File: src/rtl/symtime_pkg.sv
package symtime_pkg;
  localparam int CW      = 32;
  localparam int NUM_CMP = 3;
  localparam int ADDR_W  = 4;
  localparam int DIV_W   = 3;

  localparam logic [ADDR_W-1:0] A_MODE   = 4'd0;
  localparam logic [ADDR_W-1:0] A_AUX    = 4'd1;
  localparam logic [ADDR_W-1:0] A_SRC    = 4'd2;
  localparam logic [ADDR_W-1:0] A_FLAG   = 4'd3;
  localparam logic [ADDR_W-1:0] A_COUNT  = 4'd4;
  localparam logic [ADDR_W-1:0] A_BSTAMP = 4'd5;
  localparam logic [ADDR_W-1:0] A_SSTAMP = 4'd6;
  localparam logic [ADDR_W-1:0] A_CMP0   = 4'd8;

  localparam int AUTO_EN_BIT = 3;
  localparam int DIV_LSB     = 2;
  localparam int MASK_BIT    = DIV_LSB + DIV_W;

  typedef struct packed {
    logic               countLoad;
    logic               capBeacon;
    logic               capSfd;
    logic [NUM_CMP-1:0] cmpWe;
  } dpStrobes_t;
endpackage

File: src/rtl/symtime_dp.sv
module symtime_dp
  import symtime_pkg::*;
(
  input  logic                         clk,
  input  logic                         rstN,
  input  logic                         symTick,
  input  dpStrobes_t                   st,
  input  logic [CW-1:0]                wrData,
  input  logic [NUM_CMP-1:0]           relMode,
  input  logic [NUM_CMP-1:0]           srcSel,
  output logic [CW-1:0]                countVal,
  output logic [CW-1:0]                beaconStamp,
  output logic [CW-1:0]                sfdStamp,
  output logic [NUM_CMP-1:0][CW-1:0]   cmpRegs,
  output logic [NUM_CMP-1:0]           matchHit
);
  logic [CW-1:0] countNext;
  logic          advance;

  assign advance   = symTick && !st.countLoad;
  assign countNext = countVal + CW'(1);

  always_ff @(posedge clk) begin
    if (!rstN)              countVal <= '0;
    else if (st.countLoad)  countVal <= wrData;
    else if (symTick)       countVal <= countNext;
  end

  always_ff @(posedge clk) begin
    if (!rstN) begin
      beaconStamp <= '0;
      sfdStamp    <= '0;
    end else begin
      if (st.capBeacon) beaconStamp <= countVal;
      if (st.capSfd)    sfdStamp    <= countVal;
    end
  end

  for (genvar k = 0; k < NUM_CMP; k++) begin : g_unit
    logic [CW-1:0] baseStamp;
    logic [CW-1:0] target;

    always_ff @(posedge clk) begin
      if (!rstN)             cmpRegs[k] <= '0;
      else if (st.cmpWe[k])  cmpRegs[k] <= wrData;
    end

    assign baseStamp   = srcSel[k] ? sfdStamp : beaconStamp;
    assign target      = relMode[k] ? (baseStamp + cmpRegs[k]) : cmpRegs[k];
    assign matchHit[k] = advance && (countNext == target);
  end


  count_step_chk: assert property (@(posedge clk) disable iff (!rstN)
    (symTick && !st.countLoad) |=> countVal == $past(countVal) + CW'(1));


  sfd_pre_chk: assert property (@(posedge clk) disable iff (!rstN)
    st.capSfd |=> sfdStamp == $past(countVal));


  hit_on_tick_chk: assert property (@(posedge clk) disable iff (!rstN)
    (|matchHit) |=> countVal != $past(countVal));
endmodule

File: src/rtl/symtime_ctrl.sv
module symtime_ctrl
  import symtime_pkg::*;
(
  input  logic                        clk,
  input  logic                        rstN,
  input  logic                        sfdDet,
  input  logic                        beaconDet,
  input  logic                        manBeaconCap,
  input  logic                        regWe,
  input  logic [ADDR_W-1:0]           regAddr,
  input  logic [CW-1:0]               regWdata,
  input  logic [NUM_CMP-1:0]          matchHit,
  input  logic [CW-1:0]               countVal,
  input  logic [CW-1:0]               beaconStamp,
  input  logic [CW-1:0]               sfdStamp,
  input  logic [NUM_CMP-1:0][CW-1:0]  cmpRegs,
  output dpStrobes_t                  st,
  output logic [NUM_CMP-1:0]          relMode,
  output logic [NUM_CMP-1:0]          srcSel,
  output logic [NUM_CMP-1:0]          cmpFlag,
  output logic [CW-1:0]               regRdata
);
  logic               autoEn;
  logic               bcnMask;
  logic [DIV_W-1:0]   divSel;
  logic [NUM_CMP-1:0] flagClr;

  always_ff @(posedge clk) begin
    if (!rstN) begin
      relMode <= '0;
      autoEn  <= 1'b0;
      bcnMask <= 1'b0;
      divSel  <= '0;
      srcSel  <= '0;
    end else if (regWe) begin
      if (regAddr == A_MODE) begin
        relMode <= regWdata[NUM_CMP-1:0];
        autoEn  <= regWdata[AUTO_EN_BIT];
      end
      if (regAddr == A_AUX) begin
        divSel  <= regWdata[DIV_LSB +: DIV_W];
        bcnMask <= regWdata[MASK_BIT];
      end
      if (regAddr == A_SRC) srcSel <= regWdata[NUM_CMP-1:0];
    end
  end

  assign flagClr = (regWe && regAddr == A_FLAG) ? regWdata[NUM_CMP-1:0] : '0;

  always_ff @(posedge clk) begin
    if (!rstN) cmpFlag <= '0;
    else       cmpFlag <= (cmpFlag & ~flagClr) | matchHit;
  end

  always_comb begin
    st.countLoad = regWe && (regAddr == A_COUNT);
    st.capSfd    = sfdDet && autoEn;
    st.capBeacon = manBeaconCap || (beaconDet && autoEn && !bcnMask);
    for (int k = 0; k < NUM_CMP; k++)
      st.cmpWe[k] = regWe && (regAddr == ADDR_W'(int'(A_CMP0) + k));
  end

  always_comb begin
    regRdata = '0;
    case (regAddr)
      A_MODE: begin
        regRdata[NUM_CMP-1:0] = relMode;
        regRdata[AUTO_EN_BIT] = autoEn;
      end
      A_AUX: begin
        regRdata[DIV_LSB +: DIV_W] = divSel;
        regRdata[MASK_BIT]         = bcnMask;
      end
      A_SRC:    regRdata[NUM_CMP-1:0] = srcSel;
      A_FLAG:   regRdata[NUM_CMP-1:0] = cmpFlag;
      A_COUNT:  regRdata = countVal;
      A_BSTAMP: regRdata = beaconStamp;
      A_SSTAMP: regRdata = sfdStamp;
      default: begin
        for (int k = 0; k < NUM_CMP; k++)
          if (regAddr == ADDR_W'(int'(A_CMP0) + k)) regRdata = cmpRegs[k];
      end
    endcase
  end


  set_wins_chk: assert property (@(posedge clk) disable iff (!rstN)
    (|matchHit) |=> (cmpFlag & $past(matchHit)) == $past(matchHit));


  flag_rise_chk: assert property (@(posedge clk) disable iff (!rstN)
    1'b1 |=> ((cmpFlag & ~$past(cmpFlag)) & ~$past(matchHit)) == '0);


  sfd_gate_chk: assert property (@(posedge clk) disable iff (!rstN)
    (sfdDet && !autoEn) |=> $stable(sfdStamp));


  bcn_mask_chk: assert property (@(posedge clk) disable iff (!rstN)
    (beaconDet && !manBeaconCap && (bcnMask || !autoEn)) |=> $stable(beaconStamp));


  rsvd_zero_chk: assert property (@(posedge clk) disable iff (!rstN)
    (regAddr == A_AUX) |-> regRdata[7:6] == 2'b00);
endmodule

File: src/rtl/symtime_cmp.sv
module symtime_cmp
  import symtime_pkg::*;
(
  input  logic              clk,
  input  logic              rstN,
  input  logic              symTick,
  input  logic              sfdDet,
  input  logic              beaconDet,
  input  logic              manBeaconCap,
  input  logic              regWe,
  input  logic [ADDR_W-1:0] regAddr,
  input  logic [CW-1:0]     regWdata,
  output logic [CW-1:0]     regRdata,
  output logic [NUM_CMP-1:0] cmpFlag,
  output logic [CW-1:0]     countVal,
  output logic [CW-1:0]     beaconStamp,
  output logic [CW-1:0]     sfdStamp
);
  dpStrobes_t                 st;
  logic [NUM_CMP-1:0]         relMode;
  logic [NUM_CMP-1:0]         srcSel;
  logic [NUM_CMP-1:0]         matchHit;
  logic [NUM_CMP-1:0][CW-1:0] cmpRegs;

  symtime_ctrl u_ctrl (
    .clk(clk), .rstN(rstN), .sfdDet(sfdDet), .beaconDet(beaconDet),
    .manBeaconCap(manBeaconCap), .regWe(regWe), .regAddr(regAddr),
    .regWdata(regWdata), .matchHit(matchHit), .countVal(countVal),
    .beaconStamp(beaconStamp), .sfdStamp(sfdStamp), .cmpRegs(cmpRegs),
    .st(st), .relMode(relMode), .srcSel(srcSel), .cmpFlag(cmpFlag),
    .regRdata(regRdata)
  );

  symtime_dp u_dp (
    .clk(clk), .rstN(rstN), .symTick(symTick), .st(st), .wrData(regWdata),
    .relMode(relMode), .srcSel(srcSel), .countVal(countVal),
    .beaconStamp(beaconStamp), .sfdStamp(sfdStamp), .cmpRegs(cmpRegs),
    .matchHit(matchHit)
  );
endmodule

File: config.mk
export PLATFORM = sky130hd
export DESIGN_NAME = symtime_cmp
export DESIGN_NICKNAME = d
export VERILOG_FILES = /design/src/rtl/symtime_pkg.sv /design/src/rtl/symtime_dp.sv /design/src/rtl/symtime_ctrl.sv /design/src/rtl/symtime_cmp.sv
export SDC_FILE = /design/constraint.sdc
export NUM_CORES = 1
export LEC_CHECK = 0
export BUFFER_PORTS_ARGS = -buffer_cell sky130_fd_sc_hd__clkbuf_2
export CAP_MARGIN = 20
export CORE_UTILIZATION = 43
export CTS_CLUSTER_DIAMETER = 30
export DETAILED_ROUTE_END_ITERATION = 7
export GPL_TIMING_DRIVEN = 0
export PLACE_DENSITY = 0.67
export SYNTH_ARGS = -nofsm -noshare
export SYNTH_HDL_FRONTEND = slang
export SYNTH_SLANG_ARGS = --single-unit
File: constraint.sdc
create_clock -name clk -period 4.5 [get_ports clk]
set_input_delay 0 -clock clk [delete_from_list [all_inputs] [get_ports clk]]
set_output_delay 0 -clock clk [all_outputs]
set_load 0.01 [all_outputs]
==> summary.md, run 1 <==
Pre-CTS setup slack: -988.8 ps. The most used flip-flop cell after synthesis is sky130_fd_sc_hd__dfxtp_1. The routed design has 88790 µm of wire. The tools report the number of rows created at floorplan as 76. For the leakage power, the log shows 9.505 nW.

In the synthesized netlist, the cells that appear most often are sky130_fd_sc_hd__nand2_1 (475), sky130_fd_sc_hd__dfxtp_1 (206), sky130_fd_sc_hd__a21boi_0 (164). Dividing the detail-routed via count by the number of cells gives 6.344. In this run the tightest slew margin relative to its limit is 19.60%. The tools report the number of global-route vias before repair as 19670. Sorting the synthesized cells by area gives the leading types as sky130_fd_sc_hd__dfxtp_1 (22%), sky130_fd_sc_hd__nand2_1 (9.3%), sky130_fd_sc_hd__a21boi_0 (6.4%). For the worst setup path, the data arrival time is 4920 ps. The worst-case IR drop observed on VDD is 0.2736 mV.

Average cell area after synthesis: 7.801 µm². Root buffer selected by CTS: sky130_fd_sc_hd__clkbuf_16. The global routing usage summed across all routing layers is 38.29%. The CTS clock-pin slew for the worst setup and hold paths came out at 50 ps. Routability-driven placement finished with a final weighted congestion of 1.074. For this block, the initial DRC count from the detailed router was 2913. After floorplanning, the core was sized to cover 43460 µm². Among all cell types in the netlist, the one instantiated most often is sky130_fd_sc_hd__nand2_1. From bottom edge to top edge, the die measures 212.7 µm.

For the power after layout, the log shows 6.055 mW. Entering global routing, the biggest net connects 13 pins. The later-pin clock latency in the skew report is 560 ps. The number of antenna violations at the first check in global routing was 0; the maximum fanout along the worst path was 9.

The cell count after synthesis came out at 2448. The floorplan step set the die width to 212.7 µm. For the final database, setup skew stands at 21.35 ps. After layout, the worst path uses 98.84% of the clock period. The switching power came out at 1.609 mW. The count of warnings emitted by yosys was 0; the maximum level of the CTS H-tree was 2. The tool flagged a number of max-cap violations equal to 0. The top cell type by area accounts for 21.60% of the synthesized area. Port buffering added 168 buffers.

The number of antenna diodes in the final layout is 0. The flow ran to the end, but the final reports show violations. The tools report the share of power burned in registers as 31.4%. TritonCTS built the clock tree. In the final layout, the share of cells above drive strength 1 is 17.56%. The run gives 2588 as the number of nets produced by synthesis. In the final routed layout, each cell accounts on average for 26.71 µm. Dividing total power by cell area gives a power density of 262.9 nW/µm².

Top achievable clock speed: 224.8 MHz. The final max-slew violation count came out at 0. For this run the aggregate overflow at the end of global routing stands at 0. The run gives 206 as the sink count of the clock tree.

The clock passes through at most 3 buffers. For the worst setup path, the data required time is 4970 ps. Counting flops with a built-in enable in the synthesized netlist gives 0. The worst setup path is captured at a flop.

From synthesis to final layout, the design area changed by 20.63%. The wire length of the first global-routing pass was 126500 µm; the initial standard-cell utilization of the core was 43.94%. The remaining routing DRC violations is 4. The checks that failed: DRC. The internal power is 4.446 mW, and the number of nets in the finished design is 2843. The die covers 45260 µm². The logs give 23040 µm² for the design area and 3324 for the final non-filler cell total.

The fraction of the yosys area taken by sequential cells was 21.60%; the number of storage elements in the synthesis netlist was 206. For this block, the via count after detailed routing is 21090. The count of final hold-check violations was 0. Post-route minimum period: 4448 ps. The critical path class was flop to flop. Once detail routing completed, the nets flagged for antenna violations numbered 0. Pin placement for this block handled 174 I/O pins. Summed over all nets, the half-perimeter wirelength after detailed placement is 71570 µm.

Cells fill 53.01% of the core in the end. Per report_power, the clock group accounts for 58.7% of the total. The worst setup path is launched from a flop.

The final setup violation count is 0. At the pin with the least slew margin, the transition time is 1197 ps. The final-layout worst hold slack was 8.820 ps. The worst setup slack after layout came out at 52.36 ps. Setup repair after global routing could not meet its margin everywhere.

Summed over all instances, the cell type with the most area after synthesis is sky130_fd_sc_hd__dfxtp_1. The number of clock buffers added by TritonCTS is 47. In this run switching power makes up 26.57% of total power. The placed instances occupy a cell area of 20680 µm². In this run, placement finished with an instance count of 3202.

After synthesis, the share of flip-flops with an asynchronous set or reset is 0%. Combined area of all synthesized cells: 19100 µm². Combinational cells account for 9.9% of the total power. For the setup TNS, the log shows 0 ps.

The worst hold path class was input port to flop. After synthesis, the netlist uses 104 different library cells. The pre-antenna-repair detailed-routing pass consisted of 8 iterations.
-- routing by layer --
layer  global-route usage (%)  part of all wire, %  vias to the layer above
li1                         -                    -                     9458
met1                    50.53                   40                    10160
met2                    58.90                   43                     1247
met3                    8.722                   11                      220
met4                    17.99                  5.1                        0
met5                        0                    0                        -
-- critical path: stages (launching register included) --
cell and delay, ps:
sky130_fd_sc_hd__dfxtp_4 430, sky130_fd_sc_hd__buf_8 140, sky130_fd_sc_hd__mux2_2 370, sky130_fd_sc_hd__ha_1 300, sky130_fd_sc_hd__buf_6 140, sky130_fd_sc_hd__a21o_1 180, sky130_fd_sc_hd__a21o_1 170, sky130_fd_sc_hd__a221o_1 350
sky130_fd_sc_hd__o211a_1 230, sky130_fd_sc_hd__o31a_1 290, sky130_fd_sc_hd__nor4b_2 330, sky130_fd_sc_hd__nand4_1 280, sky130_fd_sc_hd__nor4b_2 330, sky130_fd_sc_hd__nand4b_1 180, sky130_fd_sc_hd__or4_4 460, sky130_fd_sc_hd__o31ai_2 180
-- power by group through the flow --
stage	Combinational, mW	Sequential, mW	Clock, mW
after floorplan	0.328	1.92	0
after global placement	0.539	1.93	0
after detailed placement	0.546	1.93	0
after CTS	0.570	1.90	3.53
after global routing	0.625	1.90	3.65
final	0.601	1.90	3.55
-- timing repair --
action / 4_1_cts / 5_1_grt
pin swaps: 4 / 12
setup endpoints to repair: 3 / 4
buffers inserted: 3 / 6
resized for setup: 39 / 44
cloned: 0 / 1
hold buffers: 32 / 0
hold endpoints to repair: 133 / 0
-- kinds of logic (layout without fill, tap and decap cells) --
logic type,Yosys count,in the layout,share of synthesized area [%]
XOR/XNOR,195,195,9.743
AND/OR/NAND/NOR,889,889,21.99
AO/OA/AOI/OAI,669,669,25.54
buffers and inverters,219,510,4.862
flip-flops,206,206,21.60
adder cells (fa/ha/maj),97,97,6.474
multiplexers,173,173,9.796
-- cell type report --
type                       count  area, µm²
timing repair buffer         213       1276
fill                        4206      20420
buffer                       173      807.0
inverter                      39      146.4
tap                          585      732.0
multi-input combinational   2023      14310
clock buffer                  52       1236
sequential                   206       4136
clock inverter                33      390.4
-- flip-flops by register name (all words and copies together), names as in the netlist, 3 cells and up --
register and cells:
u_dp.sfdStamp 32, u_dp.countVal 32, u_ctrl.divSel 3, u_dp.cmpRegs 96, u_ctrl.relMode 3, u_ctrl.cmpFlag 3, u_ctrl.srcSel 3, u_dp.beaconStamp 32
-- final timing paths --
path | from | to | slack (ps) | cells past startpoint
max | u_ctrl.srcSel[0] | u_ctrl.cmpFlag[0] | 50 | 15
min reg2reg | u_dp.cmpRegs[63] | u_dp.cmpRegs[63] | 510 | 2
min | sfdDet | u_dp.sfdStamp[0] | 9 | 4
max reg2reg | u_ctrl.srcSel[0] | u_ctrl.cmpFlag[0] | 50 | 15
-- cells in the final DEF, fill, tap and decap left out, types with 89 or more instances in the layout --
cell type	netlist	layout
sky130_fd_sc_hd__a21oi_1	111	106
sky130_fd_sc_hd__clkbuf_2	1	174
sky130_fd_sc_hd__ha_1	94	94
sky130_fd_sc_hd__clkbuf_1	141	126
sky130_fd_sc_hd__mux2_2	97	97
sky130_fd_sc_hd__xnor2_1	93	93
sky130_fd_sc_hd__dfxtp_1	206	202
sky130_fd_sc_hd__nand2_1	475	475
sky130_fd_sc_hd__a21boi_0	164	164
sky130_fd_sc_hd__nor2_1	89	89
No activity file was read; power rests on OpenSTA's default activity.
==> run 2: changes to the inputs <==
Settings changed: PLACE_DENSITY 0.67 to not set.
==> summary.md, run 2 (synthesis gave the netlist of run 1 again) <==
The tools report the count of final hold-check violations as 1 (was 0). The horizontal extent of the die was 212.7 µm (unchanged). Commonest non-fill, non-tap cells in the layout: sky130_fd_sc_hd__nand2_1 (475), sky130_fd_sc_hd__dfxtp_1 (201), sky130_fd_sc_hd__clkbuf_2 (174), sky130_fd_sc_hd__a21boi_0 (164), sky130_fd_sc_hd__clkbuf_1 (125) (was sky130_fd_sc_hd__nand2_1 (475), sky130_fd_sc_hd__dfxtp_1 (202), sky130_fd_sc_hd__clkbuf_2 (174), sky130_fd_sc_hd__a21boi_0 (164), sky130_fd_sc_hd__clkbuf_1 (126)). CP cell instances: buf_4 > nand3_1 > nor4_2 > nand4_1 > xor3_1 > nor2_1 > nor4_1 > nand4_1 > nor4b_2 > nand4b_1 > or4_4 > o31ai_2 (was buf_8 > mux2_2 > ha_1 > buf_6 > a21o_1 > a21o_1 > a221o_1 > o211a_1 > o31a_1 > nor4b_2 > nand4_1 > nor4b_2 > nand4b_1 > or4_4 > o31ai_2). The final critical-path share of the clock period came out at 97.79% (was 98.84%).

Most common cell after layout, fill and taps aside: sky130_fd_sc_hd__nand2_1 (unchanged). The tools report the count of routing violations after the opening detailed-route iteration as 3162 (was 2913). The CTS clock-pin slew for the worst setup and hold paths came out at 50 ps (about the same). The critical path startpoint category was a flop (unchanged). The tools report the worst flop-to-flop path endpoint as u_ctrl.cmpFlag[0] (unchanged).

The setup slack of the most critical reg-to-reg path came out at 100 ps (was 50 ps). The run gives 22.43 ps (was 21.35 ps) as the worst setup skew after layout. For the sink count of the clock tree, the log shows 206 (unchanged). Last weighted congestion value of the routability-driven placer: 1.068 (was 1.074).

The cell seen most often among critical-path stages was sky130_fd_sc_hd__nand4_1. The run gives 43.94% (unchanged) as the initial standard-cell utilization of the core. The number of fillers in the final layout was 4174 (was 4206). The register ranked first by flip-flop count is u_dp.cmpRegs (unchanged). The global route total overflow was 0 (unchanged); the maximum fanout along the worst path was 10 (was 9). The tools report the nature of the critical path endpoint as a flop (unchanged). The fraction of layout instances using a drive strength above 1 works out to 18.80% (was 17.56%). The later-pin clock latency in the skew report was 560 ps (about the same).

The tools report the root buffer selected by CTS as sky130_fd_sc_hd__clkbuf_16 (unchanged). The design area was 23330 µm² (was 23040 µm²). The hold-critical path depth is 4 (unchanged). The slowest library cell on the worst path is sky130_fd_sc_hd__nor4_2 (was sky130_fd_sc_hd__or4_4). The logs give 73410 µm (was 71570 µm) for the detailed-placement wirelength estimate and 3330 (was 3324) for the final non-filler cell total. The number of cells on the worst reg-to-reg path works out to 12 (was 15).

The required time of the critical path is 4970 ps (about the same). The category of cells accounting for the largest share of critical-path delay is simple AND/OR/NAND/NOR gates (unchanged). For the core region area, the log shows 43460 µm² (unchanged). The flip-flop count of the largest register after layout came out at 96 (unchanged). The global routing usage summed across all routing layers is 39.30% (was 38.29%).

The run gives 19250 (was 19670) as the number of global-route vias before repair. The tools report the number of maximum-capacitance constraint violations as 0 (unchanged). The delay contributed by the slowest stage of the critical path is 510 ps (was 460 ps), and the number of antenna violations at the first check in global routing is 1 (was 0). The logs give 4870 ps (was 4920 ps) for the signal arrival time at the worst endpoint and 9.596 nW (was 9.505 nW) for the leakage power. The post-route minimum period works out to 4400 ps (was 4448 ps). The tools report the number of buffers inserted during clock tree synthesis as 44 (was 47). The area growth from synthesis to final layout came out at 22.19% (was 20.63%).

The wire length of the first global-routing pass is 128800 µm (was 126500 µm), and the final-layout worst hold slack is -3.766 ps (was 8.820 ps). The run gives 20920 (was 21090) as the total via count in the routed design. Count of buffers from port buffering: 168 (unchanged). For the die outline area, the log shows 45260 µm² (unchanged).

The routed wirelength normalized by instance count was 27.34 µm (was 26.71 µm). The logs give 99.56 ps (was 52.36 ps) for the worst setup slack after layout and 0 ps (unchanged) for the setup TNS. The terminating pin of the worst hold path is u_dp.sfdStamp[0] (unchanged). The maximum level of the CTS H-tree is 2 (unchanged), and the top-level port count is 174 (unchanged).

The startpoint of the worst hold path was sfdDet (unchanged). For the maximum number of pins on one net before global-route repair, the log shows 12 (was 13). The tools report the critical register-to-register path startpoint as u_dp.countVal[9] (was u_ctrl.srcSel[0]). The worst hold path class is input port to flop (unchanged).

The average via count per standard cell is 6.281 (was 6.344), and the remaining routing DRC violations is 4 (unchanged). The run gives 28.22% (was 19.60%) as the remaining max-slew budget at the tightest pin. The overall die height was 212.7 µm (unchanged). The run gives 3202 (unchanged) as the total placed cells including tap cells. Failing checks: DRC, hold timing (was DRC).

The run finished, with violations left. The tools report the worst vdd rail ir drop as 0.2585 mV (was 0.2736 mV). Wire length after detailed routing: 91050 µm (was 88790 µm). The transition time of the tightest slew-check pin is 1073 ps (was 1197 ps), and the number of nets in the finished design is 2849 (was 2843). The number of rows created at floorplan came out at 76 (unchanged). The final max-slew violation count is 0 (unchanged).

TritonCTS built the clock tree. The critical path buffer and inverter count is 1 (was 2). The power per cell area works out to 261.3 nW/µm² (was 262.9 nW/µm²). The final setup violation count is 0 (unchanged), and the placed standard-cell area is 20680 µm² (about the same).

The logs give 0 (unchanged) for the number of nets with antenna violations after detailed routing and 8 (unchanged) for the detailed-routing iteration count for the pre-antenna-repair pass. The run gives 227.3 MHz (was 224.8 MHz) as the top achievable clock speed. Critical path class: flop to flop (unchanged). For the pre-CTS setup slack, the log shows -1408 ps (was -988.8 ps). Number of buffers between clock root and the deepest sink: 3 (unchanged).
[run 2: cell types whose count changed in the layout (fill, tap and decap cells not counted), sizes merged]
cell	delta
dlygate4sd3	+1
clkdlybuf4s18	-2
clkinvlp	+1
buf	+11
clkbuf	-1
bufinv	+2
clkinv	-7
diode	+1
[run 2: worst max-delay path by stage]
stage / start / endpoint / cells after the start
5_1_grt: u_ctrl.srcSel[2] / u_ctrl.cmpFlag[2] / 13
4_1_cts: u_ctrl.srcSel[2] / u_ctrl.cmpFlag[2] / 16
3_3_place_gp: u_ctrl.srcSel[2] / u_ctrl.cmpFlag[2] / 15
3_5_place_dp: u_ctrl.srcSel[2] / u_ctrl.cmpFlag[2] / 15
6_report: u_dp.countVal[9] / u_ctrl.cmpFlag[0] / 12
2_1_floorplan: u_ctrl.srcSel[0] / u_ctrl.cmpFlag[0] / 16
[run 2: stage by stage]
stage	power (mW)	util (%)
detailed placement	2.483	47.58
CTS	6.057	52.67
finish	6.096	53.69
floorplan	2.244	-
global placement	2.478	47.56
global route	6.210	53.69
[run 2: repair_timing]
action / CTS / global route
endpoints found under the setup margin: 3 / 4
buffers inserted: 8 / 12
hold endpoints to repair: 137 / 0
pin swaps: 5 / 17
gates cloned: 0 / 2
gates resized for setup: 52 / 70
hold buffers: 33 / 0
[run 2: power breakdown]
part           internal, mW  switching, mW
registers              1.85         0.0465
clock network          2.45           1.14
logic                 0.220          0.391
[run 2: per-layer routing]
metal  GRT usage, %  vias up  share of wire (%)
met1          54.65     9960                 42
met2          59.41     1264                 43
li1               -     9490                  -
met5              0        -                  0
met3          6.574      201                 11
met4          17.14        0                4.8
[run 2: tightest hold or removal path, delay by kind of cell]
| kind | cells | cell delay, ps |
|---|---|---|
| buf+inv | 1 | 100 |
| compound gates | 1 | 80 |
| simple gates | 2 | 330 |
[run 2: area by class of cell]
| cell class | count | area (µm²) | area share [%] |
|---|---|---|---|
| Tap cell | 585 | 732.0 | 3.137 |
| Antenna cell | 1 | 2.502 | 0.01073 |
| Sequential cell | 206 | 4138 | 17.73 |
| Inverter | 39 | 146.4 | 0.6274 |
| Multi-Input combinational cell | 2023 | 14510 | 62.18 |
| Timing Repair Buffer | 225 | 1386 | 5.942 |
| Buffer | 170 | 785.8 | 3.368 |
| Clock inverter | 29 | 419.2 | 1.796 |
| Clock buffer | 52 | 1214 | 5.202 |
